### config.mk
export PLATFORM = sky130hd
export DESIGN_NAME = flash_erase_seq
export DESIGN_NICKNAME = d
export VERILOG_FILES = /design/src/rtl/fes_pkg.sv /design/src/rtl/fes_counter.sv /design/src/rtl/fes_timer.sv /design/src/rtl/flash_erase_seq.sv
export SDC_FILE = /design/constraint.sdc
export NUM_CORES = 1
export LEC_CHECK = 0
export BUFFER_PORTS_ARGS = -buffer_cell sky130_fd_sc_hd__buf_4
export CAP_MARGIN = 10
export CORE_MARGIN = 4
export CORE_UTILIZATION = 30
export CTS_BUF_LIST = sky130_fd_sc_hd__clkbuf_2
export DETAILED_ROUTE_END_ITERATION = 10
export HOLD_SLACK_MARGIN = 0.08
export SLEW_MARGIN = 20
export SYNTH_ARGS = -nofsm -noshare
export SYNTH_HDL_FRONTEND = slang
export SYNTH_HIERARCHICAL = 1
export SYNTH_SLANG_ARGS = --single-unit
### constraint.sdc
create_clock -name clk -period 2.5 [get_ports clk]
set_input_delay 0.125 -clock clk [delete_from_list [all_inputs] [get_ports clk]]
set_output_delay 0.125 -clock clk [all_outputs]
set_load 0.01 [all_outputs]
### src/rtl/fes_pkg.sv
package fes_pkg;

    localparam logic [7:0] CMD_READ    = 8'h00;
    localparam logic [7:0] CMD_PSETUP  = 8'h40;
    localparam logic [7:0] CMD_PVERIFY = 8'hC0;
    localparam logic [7:0] CMD_ESETUP  = 8'h20;
    localparam logic [7:0] CMD_EVERIFY = 8'hA0;
    localparam logic [7:0] BYTE_ZERO   = 8'h00;
    localparam logic [7:0] BYTE_ERASED = 8'hFF;

    typedef enum logic [3:0] {
        S_IDLE, S_PSET, S_PDAT, S_PWAIT, S_PVCMD, S_PRD,
        S_ESET1, S_ESET2, S_EWAIT, S_EVCMD, S_ERD, S_RCMD, S_DONE
    } state_t;

    typedef enum logic [1:0] {
        RES_NONE = 2'd0, RES_PASS = 2'd1, RES_EFAIL = 2'd2, RES_PFAIL = 2'd3
    } result_t;

    typedef struct packed {
        logic       req;
        logic       wr;
        logic       use_addr;
        logic [7:0] data;
    } bus_op_t;

    function automatic int cw(input int v);
        return (v < 2) ? 1 : $clog2(v);
    endfunction

    function automatic bus_op_t op_for(input state_t s);
        bus_op_t o;
        o = '{req: 1'b0, wr: 1'b0, use_addr: 1'b0, data: 8'h00};
        case (s)
            S_PSET:  o = '{req: 1'b1, wr: 1'b1, use_addr: 1'b1, data: CMD_PSETUP};
            S_PDAT:  o = '{req: 1'b1, wr: 1'b1, use_addr: 1'b1, data: BYTE_ZERO};
            S_PVCMD: o = '{req: 1'b1, wr: 1'b1, use_addr: 1'b1, data: CMD_PVERIFY};
            S_PRD:   o = '{req: 1'b1, wr: 1'b0, use_addr: 1'b1, data: 8'h00};
            S_ESET1: o = '{req: 1'b1, wr: 1'b1, use_addr: 1'b0, data: CMD_ESETUP};
            S_ESET2: o = '{req: 1'b1, wr: 1'b1, use_addr: 1'b0, data: CMD_ESETUP};
            S_EVCMD: o = '{req: 1'b1, wr: 1'b1, use_addr: 1'b1, data: CMD_EVERIFY};
            S_ERD:   o = '{req: 1'b1, wr: 1'b0, use_addr: 1'b1, data: 8'h00};
            S_RCMD:  o = '{req: 1'b1, wr: 1'b1, use_addr: 1'b0, data: CMD_READ};
            default: ;
        endcase
        return o;
    endfunction

endpackage

### src/rtl/fes_counter.sv
module fes_counter #(
    parameter int MAXV = 15,
    parameter int W    = 4
) (
    input  logic         clk,
    input  logic         rst,
    input  logic         clr,
    input  logic         inc,
    output logic [W-1:0] value,
    output logic         at_max
);
    always_ff @(posedge clk) begin
        if (rst || clr)
            value <= '0;
        else if (inc && !at_max)
            value <= value + 1'b1;
    end

    assign at_max = (value == W'(MAXV));

    AST_CNT_BOUND: assert property (@(posedge clk) disable iff (rst)
        value <= W'(MAXV));

    AST_CNT_STEP: assert property (@(posedge clk) disable iff (rst)
        (!clr && !inc) |=> $stable(value));
endmodule

### src/rtl/fes_timer.sv
module fes_timer #(
    parameter int TW = 8
) (
    input  logic          clk,
    input  logic          rst,
    input  logic          go,
    input  logic [TW-1:0] len,
    output logic          fire
);
    logic [TW-1:0] cnt;
    logic          run;

    always_ff @(posedge clk) begin
        if (rst) begin
            run <= 1'b0;
            cnt <= '0;
        end else if (go) begin
            run <= 1'b1;
            cnt <= len;
        end else if (run) begin
            if (cnt == '0)
                run <= 1'b0;
            else
                cnt <= cnt - 1'b1;
        end
    end

    assign fire = run && (cnt == '0);

    AST_FIRE_ONCE: assert property (@(posedge clk) disable iff (rst)
        (fire && !go) |=> !fire);
endmodule

### src/rtl/flash_erase_seq.sv
module flash_erase_seq
    import fes_pkg::*;
#(
    parameter int DEPTH      = 32768,
    parameter int PROG_CYC   = 1000,
    parameter int ERASE_CYC  = 1000000,
    parameter int PROG_TRIES = 25,
    parameter int MAX_PULSES = 1000,
    localparam int AW  = cw(DEPTH),
    localparam int PCW = cw(MAX_PULSES + 1)
) (
    input  logic           clk,
    input  logic           rst,
    input  logic           start,
    output logic           done,
    output logic [1:0]     status,
    output logic [PCW-1:0] pulse_cnt,
    output logic           bus_req,
    output logic           bus_wr,
    output logic [AW-1:0]  bus_addr,
    output logic [7:0]     bus_wdata,
    input  logic [7:0]     bus_rdata,
    input  logic           bus_ack
);
    localparam int TRW  = cw(PROG_TRIES);
    localparam int TMAX = (ERASE_CYC > PROG_CYC) ? ERASE_CYC : PROG_CYC;
    localparam int TW   = cw(TMAX + 1);

    state_t  st, st_n;
    result_t res, res_n;
    bus_op_t op;
    logic    acc;

    logic           clr_a, inc_a, last_a;
    logic           clr_t, inc_t, last_t;
    logic           clr_p, inc_p, max_p;
    logic [AW-1:0]  addr;
    logic [TRW-1:0] tries;
    logic           tmr_go, tmr_fire;
    logic [TW-1:0]  tmr_len;

    assign op  = op_for(st);
    assign acc = op.req && bus_ack;

    fes_counter #(.MAXV(DEPTH - 1), .W(AW)) u_addr (
        .clk(clk), .rst(rst), .clr(clr_a), .inc(inc_a), .value(addr), .at_max(last_a));

    fes_counter #(.MAXV(PROG_TRIES - 1), .W(TRW)) u_tries (
        .clk(clk), .rst(rst), .clr(clr_t), .inc(inc_t), .value(tries), .at_max(last_t));

    fes_counter #(.MAXV(MAX_PULSES), .W(PCW)) u_pulses (
        .clk(clk), .rst(rst), .clr(clr_p), .inc(inc_p), .value(pulse_cnt), .at_max(max_p));

    fes_timer #(.TW(TW)) u_timer (
        .clk(clk), .rst(rst), .go(tmr_go), .len(tmr_len), .fire(tmr_fire));

    always_comb begin
        st_n    = st;
        res_n   = res;
        clr_a   = 1'b0; inc_a = 1'b0;
        clr_t   = 1'b0; inc_t = 1'b0;
        clr_p   = 1'b0; inc_p = 1'b0;
        tmr_go  = 1'b0;
        tmr_len = TW'(PROG_CYC);
        case (st)
            S_IDLE, S_DONE: if (start) begin
                st_n  = S_PSET;
                res_n = RES_NONE;
                clr_a = 1'b1; clr_t = 1'b1; clr_p = 1'b1;
            end
            S_PSET:  if (acc) st_n = S_PDAT;
            S_PDAT:  if (acc) begin
                st_n    = S_PWAIT;
                tmr_go  = 1'b1;
                tmr_len = TW'(PROG_CYC);
            end
            S_PWAIT: if (tmr_fire) st_n = S_PVCMD;
            S_PVCMD: if (acc) st_n = S_PRD;
            S_PRD:   if (acc) begin
                if (bus_rdata == BYTE_ZERO) begin
                    clr_t = 1'b1;
                    if (last_a) begin
                        clr_a = 1'b1;
                        st_n  = S_ESET1;
                    end else begin
                        inc_a = 1'b1;
                        st_n  = S_PSET;
                    end
                end else if (last_t) begin
                    res_n = RES_PFAIL;
                    st_n  = S_RCMD;
                end else begin
                    inc_t = 1'b1;
                    st_n  = S_PSET;
                end
            end
            S_ESET1: if (acc) st_n = S_ESET2;
            S_ESET2: if (acc) begin
                st_n    = S_EWAIT;
                inc_p   = 1'b1;
                tmr_go  = 1'b1;
                tmr_len = TW'(ERASE_CYC);
            end
            S_EWAIT: if (tmr_fire) st_n = S_EVCMD;
            S_EVCMD: if (acc) st_n = S_ERD;
            S_ERD:   if (acc) begin
                if (bus_rdata == BYTE_ERASED) begin
                    if (last_a) begin
                        res_n = RES_PASS;
                        st_n  = S_RCMD;
                    end else begin
                        inc_a = 1'b1;
                        st_n  = S_EVCMD;
                    end
                end else if (max_p) begin
                    res_n = RES_EFAIL;
                    st_n  = S_RCMD;
                end else begin
                    st_n = S_ESET1;
                end
            end
            S_RCMD:  if (acc) st_n = S_DONE;
            default: st_n = S_IDLE;
        endcase
    end

    always_ff @(posedge clk) begin
        if (rst) begin
            st  <= S_IDLE;
            res <= RES_NONE;
        end else begin
            st  <= st_n;
            res <= res_n;
        end
    end

    assign done      = (st == S_DONE);
    assign status    = res;
    assign bus_req   = op.req;
    assign bus_wr    = op.wr;
    assign bus_wdata = op.data;
    assign bus_addr  = op.use_addr ? addr : '0;

    AST_REQ_HOLD: assert property (@(posedge clk) disable iff (rst)
        (bus_req && !bus_ack) |=> (bus_req && $stable(bus_wr) && $stable(bus_addr) && $stable(bus_wdata)));

    AST_DONE_RESULT: assert property (@(posedge clk) disable iff (rst)
        done |-> (status != 2'd0));

    AST_PFAIL_NO_ERASE: assert property (@(posedge clk) disable iff (rst)
        (status == 2'd3) |-> (pulse_cnt == '0));

    AST_EFAIL_AT_LIMIT: assert property (@(posedge clk) disable iff (rst)
        (status == 2'd2) |-> (pulse_cnt == PCW'(MAX_PULSES)));

    AST_RESET_QUIET: assert property (@(posedge clk)
        $past(rst) |-> (!bus_req && !done));
endmodule

==> results of run 1 <==
## where the power goes
part	total [uW]	switching, uW	internal (uW)
combinational	2260	1340	918
clock	468	340	128
sequential	1160	137	1030
## worst max path at each step
stage / start / to / slack [ns]
after floorplan: st[1]$_SDFFE_PP0P_ / u_addr/value[9]$_SDFFE_PP0P_ / 0.02
after global placement: bus_rdata[7] / u_addr/value[9]$_SDFFE_PP0P_ / 0.23
after detailed placement: bus_rdata[2] / u_addr/value[7]$_SDFFE_PP0P_ / 0.11
after CTS: u_timer/cnt[0]$_SDFFE_PP0P_ / st[1]$_SDFFE_PP0P_ / 0.16
after global routing: u_addr/value[0]$_SDFFE_PP0P_ / status[0]$_SDFFE_PP0P_ / 0.007
final: st[1]$_SDFFE_PP0P_ / u_addr/value[11]$_SDFFE_PP0P_ / 0.14
## metal layers
layer / vias up / GRT usage, % / part of all wire (%)
li1: 1935 / - / -
met1: 1801 / 16.9 / 45
met2: 96 / 23.2 / 49
met3: 10 / 3.41 / 5.6
met4: 0 / 3.15 / 0.77
met5: - / 0 / 0
## cells in the mapped netlist, types with 8 or more instances
cell type / n
nor2b_1: 20
o21ai_0: 18
dfxtp_1: 57
o21ai_1: 9
buf_2: 8
a211oi_1: 10
nor2_1: 42
o31ai_1: 8
nor3_1: 14
buf_4: 9
xor2_1: 13
xnor2_1: 10
a21oi_1: 33
clkbuf_1: 9
nand3_1: 22
or4_1: 8
nand2_1: 20
inv_1: 17
nand4_1: 11
## sequential cells by signal, summed over array words and instances (netlist names)
name	cells
st	4
status	2
u_addr/value	15
u_pulses/value	10
u_timer/cnt	20
u_timer/run	1
u_tries/value	5
## repair_timing
action / CTS / global route
resized for setup: 1 / 2
setup endpoints to repair: 1 / 4
hold endpoints to repair: 17 / 0
hold buffers: 2 / 0
## final cells by class
type / instances / area, sq um / area share (%)
clock buffer: 11 / 55.1 / 1.17
timing repair buffer: 67 / 508 / 10.8
clock inverter: 5 / 22.5 / 0.478
sequential: 57 / 1140 / 24.2
inverter: 19 / 73.8 / 1.57
multi-input combinational: 397 / 2690 / 57.1
tap: 176 / 220 / 4.68
## stage by stage
step,cells,setup WS (ns)
floorplan,505,0.0206
global placement,714,0.228
detailed placement,714,0.110
CTS,732,0.163
global route,732,0.00722
finish,732,0.142
## critical path: cells and delay by family (launching register included)
| kind | cells | cell delay [ns] |
|---|---|---|
| and+or+nand+nor | 7 | 1.69 |
| AOI/OAI and AO/OA | 2 | 0.23 |
| DFF | 1 | 0.37 |
## kinds of logic after synthesis
logic type	after synthesis
and+or+nand+nor	219
AOI/OAI and AO/OA	131
buffers and inverters	51
muxes	1
DFF	57
other	2
adders and majority gates	7
xor gates and xnor gates	23
==> impl_metrics.env, run 1 <==
export IMPL_r2r_end="u_addr/value[11]$_SDFFE_PP0P_"
export IMPL_fin_crit_ns=2.36
export IMPL_vias_per_cell=5.25
export IMPL_period_share_pct=94.3
export IMPL_antenna_cells=0
export IMPL_holdWs_ns=0.249
export IMPL_grt_pass1_wl_um=16800
export IMPL_hold_path_class="in2reg"
export IMPL_crit_arrival_ns=2.79
export IMPL_place_area_sq_um=4610
export IMPL_die_area_sq_um=15400
export IMPL_timing_slew_headroom_pct=58.8
export IMPL_fin_util_pct=35.6
export IMPL_synthXorXnorAreaFrac_pct=4.98
export IMPL_synth_area_leaders="dfxtp_1 (28%), a21oi_1 (4.1%), nor2_1 (3.9%)"
export IMPL_critPathCaptureType="register"
export IMPL_cts_root_buf="clkbuf_2"
export IMPL_initial_core_util_pct=30.5
export IMPL_yosysSeqAreaShare_pct=28.2
export IMPL_row_count=42
export IMPL_synthToLayoutAreaGrowth_pct=16.5
export IMPL_crit_required_ns=2.93
export IMPL_synth_top_area_share_pct=28.2
export IMPL_cts_buffers=9
export IMPL_io_pins=50
export IMPL_synth_cell_area_sq_um=4040
export IMPL_hold_viol=0
export IMPL_hold_depth=5
export IMPL_status="finished clean"
export IMPL_synth_mux_area_share_pct=0.248
export IMPL_syn_mean_instance_area_sq_um=8.23
export IMPL_synth_top_area_cell="dfxtp_1"
export IMPL_place_gp_congestion=0.870
export IMPL_dr_pass1_iters=4
export IMPL_p_per_area_nw_per_um2=825
export IMPL_drt_total_wl_um=10100
export IMPL_synthCells=491
export IMPL_cts_buffer_depth=2
export IMPL_drive_above_1_share_pct=23.2
export IMPL_fp_dieH_um=124
export IMPL_grt_pass1_vias=3562
export IMPL_hold_path_startpoint="start"
export IMPL_final_cell_mix="buf_4 (65), dfxtp_1 (57), nor2_1 (42)"
export IMPL_final_common_cell="buf_4"
export IMPL_initialDrtViolationCount=328
export IMPL_critical_path_peak_fanout=4
export IMPL_setup_viol=0
export IMPL_fill_cells=1404
export IMPL_synth_compound_area_share_pct=23.1
export IMPL_hpwl_um=7480
export IMPL_worstSetupPathType="reg2reg"
export IMPL_synthArstFlopShare_pct=0
export IMPL_synth_warnings=6
export IMPL_postRouteAntennaNets=0
export IMPL_vias=3842
export IMPL_route_detailed_drc=0
export IMPL_cts_sinks=57
export IMPL_synth_cell_types=83
export IMPL_reg2reg_depth=9
export IMPL_worst_path_largest_cell_delay_ns=0.51
export IMPL_rsz0062_at_grt="no"
export IMPL_cp_cell_sequence="nor2b_1 > nand2b_1 > nor3_1 > a21oi_1 > nor3_1 > nand3_1 > or2_0 > or4_1 > a21oi_1"
export IMPL_ir_drop_uv=573
export IMPL_cts_htree_levels=3
export IMPL_critPathLaunchType="register"
export IMPL_r2r_start="st[1]$_SDFFE_PP0P_"
export IMPL_final_nets=570
export IMPL_synthAdderAreaFrac_pct=2.17
export IMPL_cts_tree="done"
export IMPL_fin_tns_setup_ns=0
export IMPL_synth_seq_cells=57
export IMPL_grt_usage_pct=13.5
export IMPL_drv_slew=0
export IMPL_design_area_sq_um=4710
export IMPL_post_cts_buffers=0
export IMPL_antenna_found_initial=0
export IMPL_clkLatencyLatePin_ns=0.48
export IMPL_clkTransAtPathRegs_ns=0.16
export IMPL_finClkSkew_ns=0.0199
export IMPL_grt_max_degree=38
export IMPL_tightest_slew_ns=0.613
export IMPL_power_total_uw=3890
export IMPL_leakage_uw=0.00169
export IMPL_die_w_um=124
export IMPL_synth_top_family_by_area="simple AND/OR/NAND/NOR gates"
export IMPL_min_to="st[3]$_SDFFE_PP0P_"
export IMPL_wl_per_cell_um=13.9
export IMPL_synth_edff_count=0
export IMPL_ys_flop_type="dfxtp_1"
export IMPL_yosys_area_share_simple_pct=34.4
export IMPL_drv_cap=0
export IMPL_overflow=0
export IMPL_cp_slowest_cell="or4_1"
export IMPL_coreArea_sq_um=13200
export IMPL_r2r_slack_ns=0.14
export IMPL_port_buffers=44
export IMPL_fmax_ghz=0.424
Power figures use the tool's default switching activity.
==> run 2, diff against run 1 <==
--- a/config.mk
+++ b/config.mk
@@ -12,6 +12,7 @@
 export CTS_BUF_LIST = sky130_fd_sc_hd__clkbuf_2
 export DETAILED_ROUTE_END_ITERATION = 10
 export HOLD_SLACK_MARGIN = 0.08
+export SETUP_SLACK_MARGIN = 0.5
 export SLEW_MARGIN = 20
 export SYNTH_ARGS = -nofsm -noshare
 export SYNTH_HDL_FRONTEND = slang
==> impl_metrics.env, run 2 (synthesis gave the netlist of run 1 again) <==
export IMPL_critPathCaptureType="register"
export IMPL_fin_tns_setup_ns=0
export IMPL_hold_path_class="in2reg"
export IMPL_crit_start="u_timer/cnt[0]$_SDFFE_PP0P_"
export IMPL_crit_arrival_ns=2.67
export IMPL_fin_crit_ns=2.19
export IMPL_antenna_found_initial=0
export IMPL_drt_total_wl_um=11600
export IMPL_p_sw_share_pct=44.8
export IMPL_cts_tree="done"
export IMPL_port_buffers=44
export IMPL_finClkSkew_ns=0.0437
export IMPL_leakage_uw=0.00200
export IMPL_crit_required_ns=2.97
export IMPL_route_detailed_drc=0
export IMPL_cts_root_buf="clkbuf_2"
export IMPL_setup_viol=0
export IMPL_max_flop_register="u_timer/cnt"
export IMPL_cts_buffer_depth=2
export IMPL_fmax_ghz=0.456
export IMPL_largest_register_ffs=20
export IMPL_critPathLaunchType="register"
export IMPL_vias=4086
export IMPL_postRouteAntennaNets=0
export IMPL_grt_pass1_vias=3717
export IMPL_drv_cap=0
export IMPL_cts_sinks=57
export IMPL_io_pins=50
export IMPL_grt_max_degree=38
export IMPL_drive_above_1_share_pct=40.1
export IMPL_grt_usage_pct=14.1
export IMPL_dr_pass1_iters=4
export IMPL_place_gp_congestion=0.899
export IMPL_die_w_um=124
export IMPL_p_sw_uw=2070
export IMPL_worstSetupPathType="reg2reg"
export IMPL_power_frac_clock_pct=15.3
export IMPL_rsz0062_at_grt="yes"
export IMPL_design_area_sq_um=5570
export IMPL_place_area_sq_um=4640
export IMPL_overflow=0
export IMPL_p_per_area_nw_per_um2=828
export IMPL_coreArea_sq_um=13200
export IMPL_r2r_start="u_timer/cnt[0]$_SDFFE_PP0P_"
export IMPL_power_frac_seq_pct=25.7
export IMPL_wl_per_cell_um=15.2
export IMPL_vias_per_cell=5.33
export IMPL_final_common_cell="buf_4"
export IMPL_clkLatencyLatePin_ns=0.53
export IMPL_period_share_pct=87.8
export IMPL_cts_buffers=9
export IMPL_combPwrFrac_pct=58.9
export IMPL_top_regs="u_timer/cnt: 20 flops, u_addr/value: 15 flops, u_pulses/value: 10 flops"
export IMPL_synthToLayoutAreaGrowth_pct=37.8
export IMPL_ir_drop_uv=460
export IMPL_antenna_cells=0
export IMPL_status="finished clean"
export IMPL_clkTransAtPathRegs_ns=0.19
export IMPL_initialDrtViolationCount=220
export IMPL_drv_slew=0
export IMPL_final_nets=605
export IMPL_row_count=42
export IMPL_fp_dieH_um=124
export IMPL_hold_viol=0
export IMPL_power_total_uw=4610
export IMPL_cts_htree_levels=3
export IMPL_holdWs_ns=0.183
export IMPL_hpwl_um=7400
export IMPL_hold_path_startpoint="start"
export IMPL_initial_core_util_pct=30.5
export IMPL_critical_path_peak_fanout=3
export IMPL_internal_power_uw=2540
export IMPL_die_area_sq_um=15400
export IMPL_final_cell_mix="buf_4 (90), nor2_1 (40), dfxtp_1 (37)"
export IMPL_grt_pass1_wl_um=17600
[run 2: cell count changes in the layout (fill, tap and decap cells not counted), sizes merged]
cell and change:
buf +33, bufinv +2, clkbuf -1, clkinvlp +1, inv -1, o22a +1
[run 2: path summary, 6_finish.rpt]
check                                endpoint  slack, ns  cells past startpoint
setup / recovery           st[0]$_SDFFE_PP0P_       0.31                     12
hold / removal             st[3]$_SDFFE_PP0P_       0.18                      5
hold reg to reg   u_timer/cnt[9]$_SDFFE_PP0P_       0.50                      2
setup reg to reg           st[0]$_SDFFE_PP0P_       0.31                     12
[run 2: worst max-delay path: stages, from the launching register on]
cell,delay (ns)
dfxtp_4,0.41
inv_4,0.04
ha_4,0.14
nor3b_4,0.14
and4_1,0.20
and3_4,0.19
nor3b_1,0.18
o21ai_1,0.13
buf_4,0.15
buf_4,0.13
a41oi_4,0.24
nand2_1,0.09
o21ai_1,0.09
[run 2: area by class of cell]
type	count	area, sq um
multi-input cells	398	3120
repair buffers	101	845
fillers	1325	7670
flip-flops and latches	57	1180
well taps	176	220
inverters	19	80.1
clock inverters	7	85.1
clock buffers	9	45.0
[run 2: power by group through the flow]
stage / clock network (uW) / logic [uW] / registers [uW]
after global placement: 0 / 2210 / 1190
final: 707 / 2720 / 1190
after floorplan: 0 / 1810 / 1170
after detailed placement: 0 / 2220 / 1190
after CTS: 726 / 2430 / 1180
after global routing: 776 / 2940 / 1200
[run 2: repair_timing]
| item | in CTS | in global routing |
|---|---|---|
| endpoints found under the setup margin | 52 | 56 |
| hold buffers | 2 | 0 |
| pin swaps | 17 | 22 |
| gates resized for setup | 39 | 79 |
| buffers inserted | 12 | 23 |
| hold endpoints to repair | 16 | 0 |
| gates cloned | 0 | 2 |
[run 2: routing by layer]
layer	vias up	part of all wire, %	track usage [%]	routed length, um
li1	2011	-	-	-
met1	1970	45	17.5	5210
met2	84	49	24.1	5750
met3	21	4.2	3.36	494
met4	0	1.6	4.65	189
met5	-	0	0	0
[run 2: stage by stage]
stage	worst slack (ns)	util [%]	instances
2_1_floorplan	0.238	-	505
3_3_place_gp	0.225	35.1	712
3_5_place_dp	0.105	35.1	712
4_1_cts	0.391	38.1	742
5_1_grt	0.153	42.1	767
6_report	0.305	42.1	767
==> run 3, diff against run 2 <==
--- a/config.mk
+++ b/config.mk
@@ -12,6 +12,7 @@
 export CTS_BUF_LIST = sky130_fd_sc_hd__clkbuf_2
 export DETAILED_ROUTE_END_ITERATION = 10
 export HOLD_SLACK_MARGIN = 0.08
+export RECOVER_POWER = 50
 export SETUP_SLACK_MARGIN = 0.5
 export SLEW_MARGIN = 20
 export SYNTH_ARGS = -nofsm -noshare
==> constraint.sdc (replaced) <==
create_clock -name clk -period 1.8 [get_ports clk]
set_input_delay 0.09 -clock clk [delete_from_list [all_inputs] [get_ports clk]]
set_output_delay 0.09 -clock clk [all_outputs]
set_load 0.01 [all_outputs]
==> impl_metrics.env, run 3 (synthesis gave the netlist of run 1 again) <==
export IMPL_largest_register_ffs=20
export IMPL_period_share_pct=119
export IMPL_p_sw_uw=3720
export IMPL_antenna_cells=0
export IMPL_hpwl_um=8980
export IMPL_worstSetupPathType="reg2reg"
export IMPL_p_per_area_nw_per_um2=1180
export IMPL_max_flop_register="u_timer/cnt"
export IMPL_dr_pass1_iters=4
export IMPL_fill_cells=1160
export IMPL_drt_total_wl_um=13800
export IMPL_initialDrtViolationCount=235
export IMPL_clkTransAtPathRegs_ns=0.19
export IMPL_postRouteAntennaNets=0
export IMPL_tightest_slew_ns=0.626
export IMPL_setup_viol=68
export IMPL_cts_buffer_depth=2
export IMPL_coreArea_sq_um=13200
export IMPL_route_detailed_drc=0
export IMPL_cts_tree="done"
export IMPL_design_area_sq_um=7230
export IMPL_antenna_found_initial=0
export IMPL_p_sw_share_pct=43.6
export IMPL_rsz0062_at_grt="yes"
export IMPL_grt_pass1_wl_um=21700
export IMPL_reg2reg_depth=11
export IMPL_row_count=42
export IMPL_grt_usage_pct=17.5
export IMPL_cts_sinks=57
export IMPL_fp_dieH_um=124
export IMPL_final_common_cell="buf_4"
export IMPL_top_regs="u_timer/cnt: 20 flops, u_addr/value: 15 flops, u_pulses/value: 10 flops"
export IMPL_overflow=0
export IMPL_drv_cap=0
export IMPL_drv_slew=0
export IMPL_timing_slew_headroom_pct=58.3
export IMPL_grt_pass1_vias=4534
export IMPL_place_area_sq_um=5640
export IMPL_place_gp_congestion=0.862
export IMPL_critical_path_peak_fanout=2
export IMPL_final_cell_mix="buf_4 (131), buf_6 (53), dfxtp_1 (41)"
export IMPL_drive_above_1_share_pct=60.1
export IMPL_internal_power_uw=4810
export IMPL_hold_path_class="in2reg"
export IMPL_final_nets=714
export IMPL_fin_tns_setup_ns=-12.80
export IMPL_violations="setup timing"
export IMPL_power_frac_seq_pct=18.7
export IMPL_status="complete, but fails checks"
export IMPL_initial_core_util_pct=30.5
export IMPL_wl_per_cell_um=15.7
export IMPL_combPwrFrac_pct=69.8
export IMPL_port_buffers=44
export IMPL_hold_viol=0
export IMPL_power_frac_clock_pct=11.5
export IMPL_cts_htree_levels=3
export IMPL_cts_buffers=9
export IMPL_cts_root_buf="clkbuf_2"
export IMPL_crit_arrival_ns=2.57
export IMPL_leakage_uw=0.00276
export IMPL_die_w_um=124
export IMPL_vias=4539
export IMPL_synthToLayoutAreaGrowth_pct=78.8
export IMPL_crit_required_ns=2.23
export IMPL_vias_per_cell=5.18
export IMPL_fin_crit_ns=2.13
export IMPL_layout_setup_ws_ns=-0.335
export IMPL_fmax_ghz=0.468
export IMPL_clkLatencyLatePin_ns=0.50
export IMPL_critPathLaunchType="register"
export IMPL_critPathCaptureType="register"
export IMPL_io_pins=50
export IMPL_hold_depth=4
export IMPL_ir_drop_uv=673
export IMPL_die_area_sq_um=15400
export IMPL_grt_max_degree=38
export IMPL_finClkSkew_ns=0.0268
[run 3: cell type report]
cell class / instances / area, sq um / area share [%]
clock buffer: 9 / 45.0 / 0.623
clock inverter: 7 / 85.1 / 1.18
inverter: 19 / 96.3 / 1.33
multi-input combinational: 397 / 3650 / 50.5
sequential: 57 / 1170 / 16.2
tap: 176 / 220 / 3.05
timing repair buffer: 211 / 1960 / 27.2
[run 3: power by group through the flow]
stage	clock (uW)	sequential (uW)	combinational, uW
after detailed placement	0	1610	4260
final	979	1600	5960
after global placement	0	1610	4210
after floorplan	0	1660	2950
after CTS	1000	1600	5360
after global routing	1060	1620	6320
[run 3: layer usage]
layer / vias up / GRT usage, % / share of wire, % / routed length (um)
met4: 0 / 7.26 / 1.8 / 249
met1: 2216 / 21.5 / 43 / 5970
li1: 2219 / - / - / -
met2: 80 / 31.0 / 52 / 7120
met5: - / 0 / 0 / 0
met3: 24 / 2.13 / 3.1 / 422
[run 3: what timing repair did]
action                                 CTS  global route
endpoints found under the hold margin    6             0
hold buffers                             1             0
pin swaps                               68            30
setup endpoints to repair               78            79
resized for setup                      152            90
gates cloned                             4             0
buffers inserted                        36            15
[run 3: per-stage QoR]
step / total power (uW) / utilization, % / hold WS, ns / instances / setup slack (ns)
6_report: 8530 / 54.6 / 0.139 / 876 / -0.335
5_1_grt: 9000 / 54.6 / 0.121 / 876 / -0.436
4_1_cts: 7960 / 51.2 / 0.0938 / 861 / -0.357
3_5_place_dp: 5870 / 42.6 / 0.490 / 804 / -0.361
3_3_place_gp: 5810 / 42.6 / 0.484 / 804 / -0.270
2_1_floorplan: 4610 / - / 0.152 / 505 / -0.442
[run 3: critical path: stages (launching register included)]
cell	delay [ns]
dfxtp_2	0.37
inv_2	0.07
ha_4	0.13
nor3b_4	0.20
and4_4	0.26
and3_4	0.20
nor3b_2	0.05
o21ai_1	0.17
nand3_1	0.12
buf_4	0.15
a211o_1	0.23
a21oi_2	0.12
[run 3: worst paths after layout]
| check | start | endpoint | slack [ns] |
|---|---|---|---|
| max | u_timer/cnt[1]$_SDFFE_PP0P_ | st[3]$_SDFFE_PP0P_ | -0.33 |
| min | bus_ack | u_tries/value[4]$_SDFFE_PP0P_ | 0.14 |
| max reg2reg | u_timer/cnt[1]$_SDFFE_PP0P_ | st[3]$_SDFFE_PP0P_ | -0.33 |
| min reg2reg | u_tries/value[1]$_SDFFE_PP0P_ | u_tries/value[1]$_SDFFE_PP0P_ | 0.51 |
